**config.mk**
```make
export PLATFORM = sky130hd
export DESIGN_NAME = strld_step
export DESIGN_NICKNAME = d
export VERILOG_FILES = /design/src/rtl/strld_pkg.sv /design/src/rtl/strld_decode.sv /design/src/rtl/strld_ptr.sv /design/src/rtl/strld_pad.sv /design/src/rtl/strld_ctrl.sv /design/src/rtl/strld_step.sv
export SDC_FILE = /design/constraint.sdc
export NUM_CORES = 1
export LEC_CHECK = 0
export CORE_ASPECT_RATIO = 1.5
export CORE_MARGIN = 3
export CORE_UTILIZATION = 50
export DETAILED_ROUTE_END_ITERATION = 16
export GPL_TIMING_DRIVEN = 0
export HOLD_SLACK_MARGIN = 0.05
export PLACE_DENSITY_LB_ADDON = 0.3
export SYNTH_ARGS = -nofsm -noshare
export SYNTH_HDL_FRONTEND = slang
export SYNTH_HIERARCHICAL = 1
export SYNTH_SLANG_ARGS = --single-unit
```
**constraint.sdc**
```tcl
create_clock -name clk -period 4.2 [get_ports clk]
set_input_delay 0.84 -clock clk [delete_from_list [all_inputs] [get_ports clk]]
set_output_delay 0.84 -clock clk [all_outputs]
set_load 0.02 [all_outputs]
```
**src/rtl/strld_pkg.sv**
```systemverilog
package strld_pkg;
  typedef enum logic [1:0] {ESZ_B = 2'd0, ESZ_W = 2'd1, ESZ_D = 2'd2, ESZ_Q = 2'd3} esz_t;
  typedef enum logic [1:0] {ST_IDLE, ST_READ, ST_WAIT, ST_RESP} st_t;

  // byte lane b is part of an element of size 2**e bytes
  function automatic logic lane_keep(input int unsigned b, input esz_t e);
    return (b >> e) == 0;
  endfunction
endpackage

```
**src/rtl/strld_decode.sv**
```systemverilog
module strld_decode
  import strld_pkg::*;
#(
  parameter logic [7:0] OPC_BYTE = 8'hAC,
  parameter logic [7:0] OPC_WIDE = 8'hAD
) (
  input  logic [7:0] opcode,
  input  logic [1:0] osz,
  input  logic       long_mode,
  output esz_t       esz,
  output logic       fault
);
  always_comb begin
    esz   = ESZ_B;
    fault = 1'b0;
    if (opcode == OPC_BYTE) begin
      esz = ESZ_B;
    end else if (opcode == OPC_WIDE) begin
      case (osz)
        2'b00:   esz = ESZ_W;
        2'b01:   esz = ESZ_D;
        default: begin
          esz   = ESZ_Q;
          fault = !long_mode;
        end
      endcase
    end else begin
      fault = 1'b1;
    end
  end
endmodule

```
**src/rtl/strld_ptr.sv**
```systemverilog
module strld_ptr
  import strld_pkg::*;
#(
  parameter int AW = 64
) (
  input  logic [AW-1:0] ptr,
  input  esz_t          esz,
  input  logic          dir,
  output logic [AW-1:0] nxt_ptr
);
  function automatic logic [AW-1:0] step_of(input esz_t e);
    return AW'(1) << e;
  endfunction

  assign nxt_ptr = dir ? (ptr - step_of(esz)) : (ptr + step_of(esz));
endmodule

```
**src/rtl/strld_pad.sv**
```systemverilog
module strld_pad
  import strld_pkg::*;
#(
  parameter int DW = 64
) (
  input  logic [DW-1:0] rdata,
  input  esz_t          esz,
  output logic [DW-1:0] padded
);
  localparam int NB = DW / 8;

  for (genvar b = 0; b < NB; b++) begin : g_lane
    assign padded[8*b +: 8] = lane_keep(b, esz) ? rdata[8*b +: 8] : 8'h00;
  end
endmodule

```
**src/rtl/strld_ctrl.sv**
```systemverilog
module strld_ctrl
  import strld_pkg::*;
(
  input  logic clk,
  input  logic rst_n,
  input  logic req_valid,
  input  logic dec_fault,
  input  logic mem_rvalid,
  output logic req_ready,
  output logic accept,
  output logic fault_take,
  output logic mem_req_valid,
  output logic capture,
  output logic done
);
  st_t state, state_nxt;

  assign req_ready     = (state == ST_IDLE);
  assign accept        = req_ready && req_valid;
  assign fault_take    = accept && dec_fault;
  assign mem_req_valid = (state == ST_READ);
  assign capture       = (state == ST_WAIT) && mem_rvalid;
  assign done          = (state == ST_RESP);

  always_comb begin
    state_nxt = state;
    case (state)
      ST_IDLE: if (accept) state_nxt = dec_fault ? ST_RESP : ST_READ;
      ST_READ: state_nxt = ST_WAIT;
      ST_WAIT: if (mem_rvalid) state_nxt = ST_RESP;
      default: state_nxt = ST_IDLE;
    endcase
  end

  always_ff @(posedge clk or negedge rst_n) begin
    if (!rst_n) state <= ST_IDLE;
    else        state <= state_nxt;
  end


  read_after_accept_chk: assert property (@(posedge clk) disable iff (!rst_n)
    (accept && !dec_fault) |=> mem_req_valid);

  single_read_chk: assert property (@(posedge clk) disable iff (!rst_n)
    mem_req_valid |=> !mem_req_valid);

  fault_no_read_chk: assert property (@(posedge clk) disable iff (!rst_n)
    fault_take |=> (done && !mem_req_valid));

  done_pulse_chk: assert property (@(posedge clk) disable iff (!rst_n)
    done |=> !done);

  busy_until_done_chk: assert property (@(posedge clk) disable iff (!rst_n)
    capture |=> (done && !req_ready));
endmodule

```
**src/rtl/strld_step.sv**
```systemverilog
module strld_step
  import strld_pkg::*;
#(
  parameter int         AW       = 64,
  parameter int         DW       = 64,
  parameter logic [7:0] OPC_BYTE = 8'hAC,
  parameter logic [7:0] OPC_WIDE = 8'hAD
) (
  input  logic          clk,
  input  logic          rst_n,
  input  logic          req_valid,
  output logic          req_ready,
  input  logic [7:0]    req_opcode,
  input  logic [1:0]    req_osz,
  input  logic [AW-1:0] req_ptr,
  input  logic          dir_flag,
  input  logic          long_mode,
  output logic          mem_req_valid,
  output logic [AW-1:0] mem_addr,
  output logic [1:0]    mem_size,
  input  logic [DW-1:0] mem_rdata,
  input  logic          mem_rvalid,
  output logic [DW-1:0] acc_out,
  output logic [AW-1:0] ptr_out,
  output logic          done,
  output logic          fault_ud
);
  esz_t          dec_esz;
  logic          dec_fault;
  logic          accept, fault_take, capture;
  esz_t          lat_esz;
  logic          lat_dir;
  logic [AW-1:0] lat_ptr;
  logic [AW-1:0] nxt_ptr;
  logic [DW-1:0] padded;
  logic [DW-1:0] acc_q;
  logic [AW-1:0] ptr_q;
  logic          flt_q;

  strld_decode #(.OPC_BYTE(OPC_BYTE), .OPC_WIDE(OPC_WIDE)) u_dec (
    .opcode(req_opcode), .osz(req_osz), .long_mode(long_mode),
    .esz(dec_esz), .fault(dec_fault)
  );

  strld_ctrl u_ctrl (
    .clk(clk), .rst_n(rst_n), .req_valid(req_valid), .dec_fault(dec_fault),
    .mem_rvalid(mem_rvalid), .req_ready(req_ready), .accept(accept),
    .fault_take(fault_take), .mem_req_valid(mem_req_valid),
    .capture(capture), .done(done)
  );

  strld_ptr #(.AW(AW)) u_ptr (
    .ptr(lat_ptr), .esz(lat_esz), .dir(lat_dir), .nxt_ptr(nxt_ptr)
  );

  strld_pad #(.DW(DW)) u_pad (
    .rdata(mem_rdata), .esz(lat_esz), .padded(padded)
  );

  always_ff @(posedge clk or negedge rst_n) begin
    if (!rst_n) begin
      lat_esz <= ESZ_B;
      lat_dir <= 1'b0;
      lat_ptr <= '0;
    end else if (accept) begin
      lat_esz <= dec_esz;
      lat_dir <= dir_flag;
      lat_ptr <= req_ptr;
    end
  end

  always_ff @(posedge clk or negedge rst_n) begin
    if (!rst_n) begin
      acc_q <= '0;
      ptr_q <= '0;
      flt_q <= 1'b0;
    end else if (fault_take) begin
      acc_q <= '0;
      ptr_q <= req_ptr;
      flt_q <= 1'b1;
    end else if (capture) begin
      acc_q <= padded;
      ptr_q <= nxt_ptr;
      flt_q <= 1'b0;
    end
  end

  assign mem_addr = lat_ptr;
  assign mem_size = lat_esz;
  assign acc_out  = acc_q;
  assign ptr_out  = ptr_q;
  assign fault_ud = done && flt_q;


  fault_ptr_hold_chk: assert property (@(posedge clk) disable iff (!rst_n)
    fault_take |=> (fault_ud && ptr_out == $past(req_ptr) && acc_out == '0));

  step_size_chk: assert property (@(posedge clk) disable iff (!rst_n)
    (done && !fault_ud) |->
      ((lat_dir ? (lat_ptr - ptr_out) : (ptr_out - lat_ptr)) == (AW'(1) << lat_esz)));

  zero_pad_chk: assert property (@(posedge clk) disable iff (!rst_n)
    done |-> ((acc_out >> (32'd8 << lat_esz)) == '0));

  hold_chk: assert property (@(posedge clk) disable iff (!rst_n)
    (!fault_take && !capture) |=> ($stable(acc_out) && $stable(ptr_out)));
endmodule

```
==> results of run 1 <==
## synth_stat cells (3+ instances only)
cell type,number
o21bai_1,14
nor2b_1,8
clkbuf_1,32
and2_1,25
clkbuf_8,4
nor3_1,14
xor2_1,21
o211ai_1,8
nand3_1,13
o21a_1,16
dfrtp_1,198
buf_12,6
a21o_1,23
and4_1,3
nor2_1,118
inv_1,28
buf_4,20
mux2_2,68
nand4_1,24
and3_1,36
buf_2,14
buf_8,6
a21boi_0,3
a31oi_1,8
o21ai_0,56
nand2_1,119
a22oi_1,3
nand2b_1,5
a211oi_1,7
o31ai_1,4
or2_2,3
o21ai_1,49
ha_1,75
mux2i_1,129
xnor2_1,38
buf_6,9
a21oi_1,88
a21oi_2,4
## routing by layer
metal  share of wire  vias to the layer above  GRT usage
li1                -                     5490          -
met3           0.076                       79     0.0756
met4           0.035                        0      0.112
met2            0.51                      458      0.518
met5               0                        -          0
met1            0.38                     5664      0.317
## area by class of cell
cell class | count | share of cell area
antenna | 1 | 0.000143
buffer | 96 | 0.0433
clock buffer | 17 | 0.0242
clock inverter | 14 | 0.00984
inverter | 28 | 0.00599
multi-input combinational | 1028 | 0.417
sequential | 198 | 0.282
tap | 333 | 0.0237
timing repair buffer | 336 | 0.193
## how the worst max path moves through the flow
stage	to	slack, ns
3_5_place_dp	ptr_out[61]$_DFFE_PN0P_	-0.22
2_1_floorplan	ptr_out[61]$_DFFE_PN0P_	0.43
6_report	ptr_out[61]$_DFFE_PN0P_	0.22
5_1_grt	ptr_out[61]$_DFFE_PN0P_	-0.002
3_3_place_gp	acc_out[1]$_DFFE_PN0P_	-6.01
4_1_cts	ptr_out[61]$_DFFE_PN0P_	0.11
## logic make-up (layout without fill, tap and decap cells)
family | count (synthesis) | count (layout)
AO/OA/AOI/OAI | 309 | 309
AND/OR/NAND/NOR | 386 | 386
buffers and inverters | 124 | 491
multiplexers | 198 | 198
other | 0 | 1
flip-flops | 198 | 198
XOR/XNOR | 59 | 59
adder cells (fa/ha/maj) | 76 | 76
## flip-flops by register name, summed over array words and instances, names as in the netlist
signal,count
mem_addr,64
flt_q,1
acc_out,64
ptr_out,64
lat_dir,1
u_ctrl/state,2
mem_size,2
## worst max-delay path: cells and delay by family, from the launching register on
| kind | cells | cell delay (ns) |
|---|---|---|
| buffers and inverters | 4 | 0.98 |
| DFF | 1 | 0.49 |
| AOI/OAI and AO/OA | 9 | 1.96 |
| muxes | 2 | 0.21 |
| adders and majority gates | 1 | 0.26 |
## power by group through the flow
stage	clock network (mW)	registers, mW	logic, mW
after floorplan	0	3.87	6.94
after global placement	0	3.20	10.9
after detailed placement	0	3.22	11.2
after CTS	1.74	3.20	11.2
after global routing	1.82	3.27	12.2
final	1.71	3.18	11.3
## repair_timing
action	in CTS	in global routing
pin swaps	0	1
setup buffers	0	1
hold endpoints to repair	0	0
resized for setup	2	4
endpoints found under the setup margin	7	3
## metrics by stage
stage	instance area, sq um	worst slack (ns)	power (mW)	utilization
after floorplan	13100	0.430	10.8	-
after global placement	16900	-6.01	14.1	0.653
after detailed placement	16900	-0.225	14.4	0.655
after CTS	17500	0.112	16.1	0.678
after global routing	17500	-0.00161	17.3	0.679
final	17500	0.218	16.2	0.679
==> flow_summary_export.csv, run 1 <==
group,metric,value,unit
setup_path,r2r_setup_slack,0.22,ns
global_route,grt.overflow.total,0,
pwr,combPwrFrac,0.697,
yosys,synthCells,1350,
setup_path,path_max_fanout,27,
sta,worst-slew-pin-transition,0.758,ns
setup_path,slowest_stage,"dfrtp_1",
yosys,synth_top_area_frac,0.378,
yosys,synth_compound_area_frac,0.146,
clock_tree,clk_pin_slew,0.07,ns
pwr,clkPwrFrac,0.106,
setup_path,arrival,4.36,ns
clock_tree,numCtsBuffers,17,
clock_tree,clk_latency,0.46,ns
sta,fmax,0.251,GHz
yosys,ys_ff_latch,198,
cells_and_area,syn_to_final_growth,33.7,%
setup_path,cp_cell_sequence,"clkbuf_2 > buf_12 > ha_1 > buf_4 > a21oi_2 > o211ai_1 > o21ai_0 > a311oi_2 > buf_4 > o31ai_4 > o31a_1 > o221a_1 > mux2i_1 > a311oi_1 > mux2i_1 > o21ai_1",
detailed_routing,firstDrtPassIters,7,
setup_path,end_kind,"flip-flop",
floorplan,die_area,28300,sq um
yosys,synth_fa_ha_area_frac,0.0730,
setup_path,reg2reg_from,"lat_dir$_DFFE_PN0P_",
floorplan,start_util,0.508,
yosys,ys_seq_area_frac,0.378,
pwr,seqPwrFrac,0.197,
clock_tree,cts_tree,"yes",
sta,slew_viol_final,0,
sta,relSlewSlack,0.495,
global_route,antenna_found_initial,1,
yosys,ys_warn_count,6,
yosys,yosys-mux-area-fraction,0.158,
cells_and_area,multiInputGateArea,7310,sq um
sta,setup_tns,0,ns
sta,hold_violations,0,
floorplan,coreArea,25900,sq um
cells_and_area,most-common-layout-cells,"332 x clkdlybuf4s50_1, 198 x dfrtp_1, 129 x mux2i_1, 119 x nand2_1, 118 x nor2_1",
setup_path,startpoint_type,"flip-flop",
yosys,syn_area,13100,sq um
yosys,ys_types,82,
yosys,syn_area_per_cell,9.72,sq um
sta,min_period_over_period,0.948,
cells_and_area,layout_commonest_cell,"clkdlybuf4s50_1",
global_route,grt_max_degree,113,
sta,fin_worst_skew,0.0111,ns
floorplan,io_pins,342,
yosys,synth_area_leaders,"dfrtp_1 38%, mux2i_1 9.8%, ha_1 7.2%",
cells_and_area,seq_area,4950,sq um
clock_tree,cts.sinks,198,
pwr,p_int,8.48,mW
pwr,p_sw,7.70,mW
outcome,status,"completed",
yosys,synth_edf_count,0,
detailed_routing,drt_iter0_drc,586,
detailed_routing,vias,11691,
cells_and_area,nFillCells,2116,
clock_tree,cts_hold_buf,0,
setup_path,crit_path_max_incr_delay,0.49,ns
yosys,async_flop_share,1.00,
yosys,synth-xor-area-share,0.0394,
sta,post-route-min-period,3.98,ns
detailed_routing,avgViaCountPerCell,5.70,
detailed_routing,wl,40800,microns
setup_path,crit_path_start,"lat_dir$_DFFE_PN0P_",
clock_tree,clockRootBuffer,"clkbuf_16",
pwr,p_leak,7.55,nW
setup_path,rr_worst_depth,16,
setup_path,required,4.58,ns
sta,final-setup-viol-count,0,
sta,timing.hold.ws,0.364,ns
cells_and_area,drive_gt1_frac,0.114,
clock_tree,clockBufferDepth,2,
cells_and_area,nNetsFinal,1925,
detailed_routing,drcViolationCount,0,
yosys,synth_top_family_by_area,"multiplexers",
min_path,holdCritPathClass,"input port to async pin",
detailed_routing,detail-route-antenna-nets,0,
yosys,synth_simple_gate_area_frac,0.141,
global_route,grt_util_all_layers,0.285,
yosys,synth_top_cell_by_area,"dfrtp_1",
global_route,grt_pass1_vias,12153,
placement,dpl.cell_count,2018,
yosys,synthFlopType,"dfrtp_1",
global_route,grt_pass1_wl,64200,microns
pwr,p_per_area,923,nW/um^2
pwr,swShare,0.476,
placement,dpl.hpwl,31600,microns
floorplan,die_y,204,microns
setup_path,regToRegEndpoint,"ptr_out[61]$_DFFE_PN0P_",
flow_run,cap_viol_max_count,0,
cells_and_area,fin_cells,2051,
setup_path,path_class,"flip-flop to flip-flop",
placement,portBuffers,333,
yosys,synth_nets,1570,
floorplan,row_count,72,
floorplan,fp.dieW,138,microns
placement,gp_congestion,0.931,
clock_tree,htreeDepth,4,
detailed_routing,route.detailed.wl_per_inst,19.9,microns
pwr,ir_worst_vdd,0.458,mV
Note: power is estimated with default switching activity, not from simulation.
==> run 2: changes to the inputs <==
CORE_MARGIN = 2   (was 3)
REMOVE_ABC_BUFFERS = 1   (was not set)
==> flow_summary_export.csv, run 2 (same netlist as run 1, synthesis figures left out) <==
group,metric,value,unit
clock_tree,clk_pin_slew,0.07,ns
cells_and_area,nNetsFinal,1845,
outcome,status,"completed",
detailed_routing,detail-route-antenna-nets,0,
min_path,holdCritPathClass,"input port to async pin",
pwr,p_per_area,918,nW/um^2
global_route,grt_pass1_vias,11218,
floorplan,die_y,202,microns
flow_run,cap_viol_max_count,0,
placement,dpl.cell_count,1935,
global_route,grt_pass1_wl,56700,microns
cells_and_area,syn_to_final_growth,29.8,%
setup_path,required,4.53,ns
sta,rsz0062_at_grt,"false",
detailed_routing,route.detailed.wl_per_inst,18.7,microns
pwr,total_power,15.6,mW
sta,hold_violations,0,
floorplan,row_count,72,
clock_tree,clk_latency,0.46,ns
floorplan,io_pins,342,
global_route,antenna_found_initial,0,
clock_tree,cts_hold_buf,0,
clock_tree,cts_tree,"yes",
setup_path,end_kind,"flip-flop",
cells_and_area,fin_cells,1970,
detailed_routing,drcViolationCount,0,
sta,fin_worst_skew,0.0101,ns
floorplan,start_util,0.509,
pwr,ir_worst_vdd,0.552,mV
detailed_routing,drt_iter0_drc,506,
cells_and_area,most-common-layout-cells,"340 x clkdlybuf4s50_1, 195 x dfrtp_1, 129 x mux2i_1, 119 x nand2_1, 118 x nor2_1",
sta,min_period_over_period,0.964,
detailed_routing,firstDrtPassIters,5,
clock_tree,clockRootBuffer,"clkbuf_16",
placement,dpl.hpwl,27000,microns
sta,relSlewSlack,0.504,
placement,gp_congestion,0.996,
setup_path,path_class,"flip-flop to flip-flop",
floorplan,coreArea,25800,sq um
setup_path,path_max_fanout,44,
sta,worst-slew-pin-transition,0.737,ns
placement,portBuffers,341,
floorplan,die_area,27600,sq um
setup_path,arrival,4.38,ns
global_route,grt_util_all_layers,0.260,
cells_and_area,antenna_cells,0,
global_route,grt.overflow.total,0,
sta,post-route-min-period,4.05,ns
detailed_routing,wl,36800,microns
clock_tree,htreeDepth,4,
sta,fmax,0.247,GHz
sta,final-setup-viol-count,0,
cells_and_area,drive_gt1_frac,0.0861,
global_route,grt_max_degree,117,
clock_tree,clockBufferDepth,2,
clock_tree,numCtsBuffers,17,
detailed_routing,avgViaCountPerCell,5.66,
floorplan,fp.dieW,136,microns
sta,slew_viol_final,0,
detailed_routing,vias,11150,
setup_path,startpoint_type,"flip-flop",
pwr,p_leak,7.21,nW
cells_and_area,layout_commonest_cell,"clkdlybuf4s50_1",
clock_tree,cts.sinks,198,
-- run 2: changes by cell type in the layout (fill, tap and decap cells not counted), sizes merged, moves of 2 or more --
cell | previous run | this run
buf | 59 | 12
clkbuf | 54 | 24
clkdlybuf4s50 | 332 | 340
clkinv | 5 | 2
inv | 32 | 29
bufinv | 3 | 1
clkdlybuf4s15 | 2 | 0
-- run 2: path summary, 6_finish.rpt --
kind	from	end	slack [ns]	cells past startpoint
worst min-delay path	rst_n	acc_out[30]$_DFFE_PN0P_	0.35	1
worst min register to register	flt_q$_DFFE_PN0P_	flt_q$_DFFE_PN0P_	0.48	1
worst max-delay path	lat_dir$_DFFE_PN0P_	ptr_out[60]$_DFFE_PN0P_	0.15	14
min in group clk	flt_q$_DFFE_PN0P_	flt_q$_DFFE_PN0P_	0.48	1
max in group asynchronous	rst_n	lat_dir$_DFFE_PN0P_	2.78	2
worst max register to register	lat_dir$_DFFE_PN0P_	ptr_out[60]$_DFFE_PN0P_	0.15	14
-- run 2: power breakdown --
| group | switching (mW) | internal (mW) | leakage (nW) |
|---|---|---|---|
| clock network | 0.724 | 0.861 | 0.263 |
| registers | 0.567 | 2.61 | 2.49 |
| logic | 6.17 | 4.70 | 4.46 |
-- run 2: final cells by class --
type / count / area, sq um
clock inverters: 7 / 71.3
fillers: 2060 / 8730
multi-input cells: 1028 / 7330
flip-flops and latches: 198 / 4970
clock buffers: 24 / 482
repair buffers: 352 / 3660
well taps: 333 / 417
inverters: 28 / 105
-- run 2: critical path: stages (launching register included) --
cell	delay, ns
dfrtp_4	0.59
buf_12	0.26
a21boi_0	0.23
ha_1	0.31
o211ai_1	0.19
a21o_1	0.16
a31oi_1	0.16
o21bai_1	0.34
a211oi_2	0.15
o21a_1	0.25
o21ai_0	0.61
o21ai_0	0.25
xor2_1	0.19
mux2i_1	0.14
o21ai_1	0.07
-- run 2: metal layers --
layer,routed length [microns],GRT usage,vias to the layer above
met5,0,0,-
met4,1140,0.106,0
met3,2240,0.0529,68
met2,19600,0.478,374
met1,13900,0.288,5362
li1,-,-,5346
-- run 2: what timing repair did --
item,4_1_cts,5_1_grt
resized for setup,4,4
buffers inserted,1,3
pin swaps,1,0
endpoints found under the setup margin,16,8
gates cloned,0,0
-- run 2: through the flow --
step                      hold slack, ns   util  worst slack (ns)  instance area [sq um]  setup TNS, ns
after floorplan                    0.445      -            -0.705                  12400         -65.49
after global placement             0.457  0.629             -6.02                  16200       -1574.88
after detailed placement           0.476  0.636            -0.428                  16400          -2.53
after CTS                          0.380  0.658           0.00306                  17000              0
after global routing               0.389  0.661           0.00301                  17000              0
final                              0.346  0.661             0.150                  17000              0
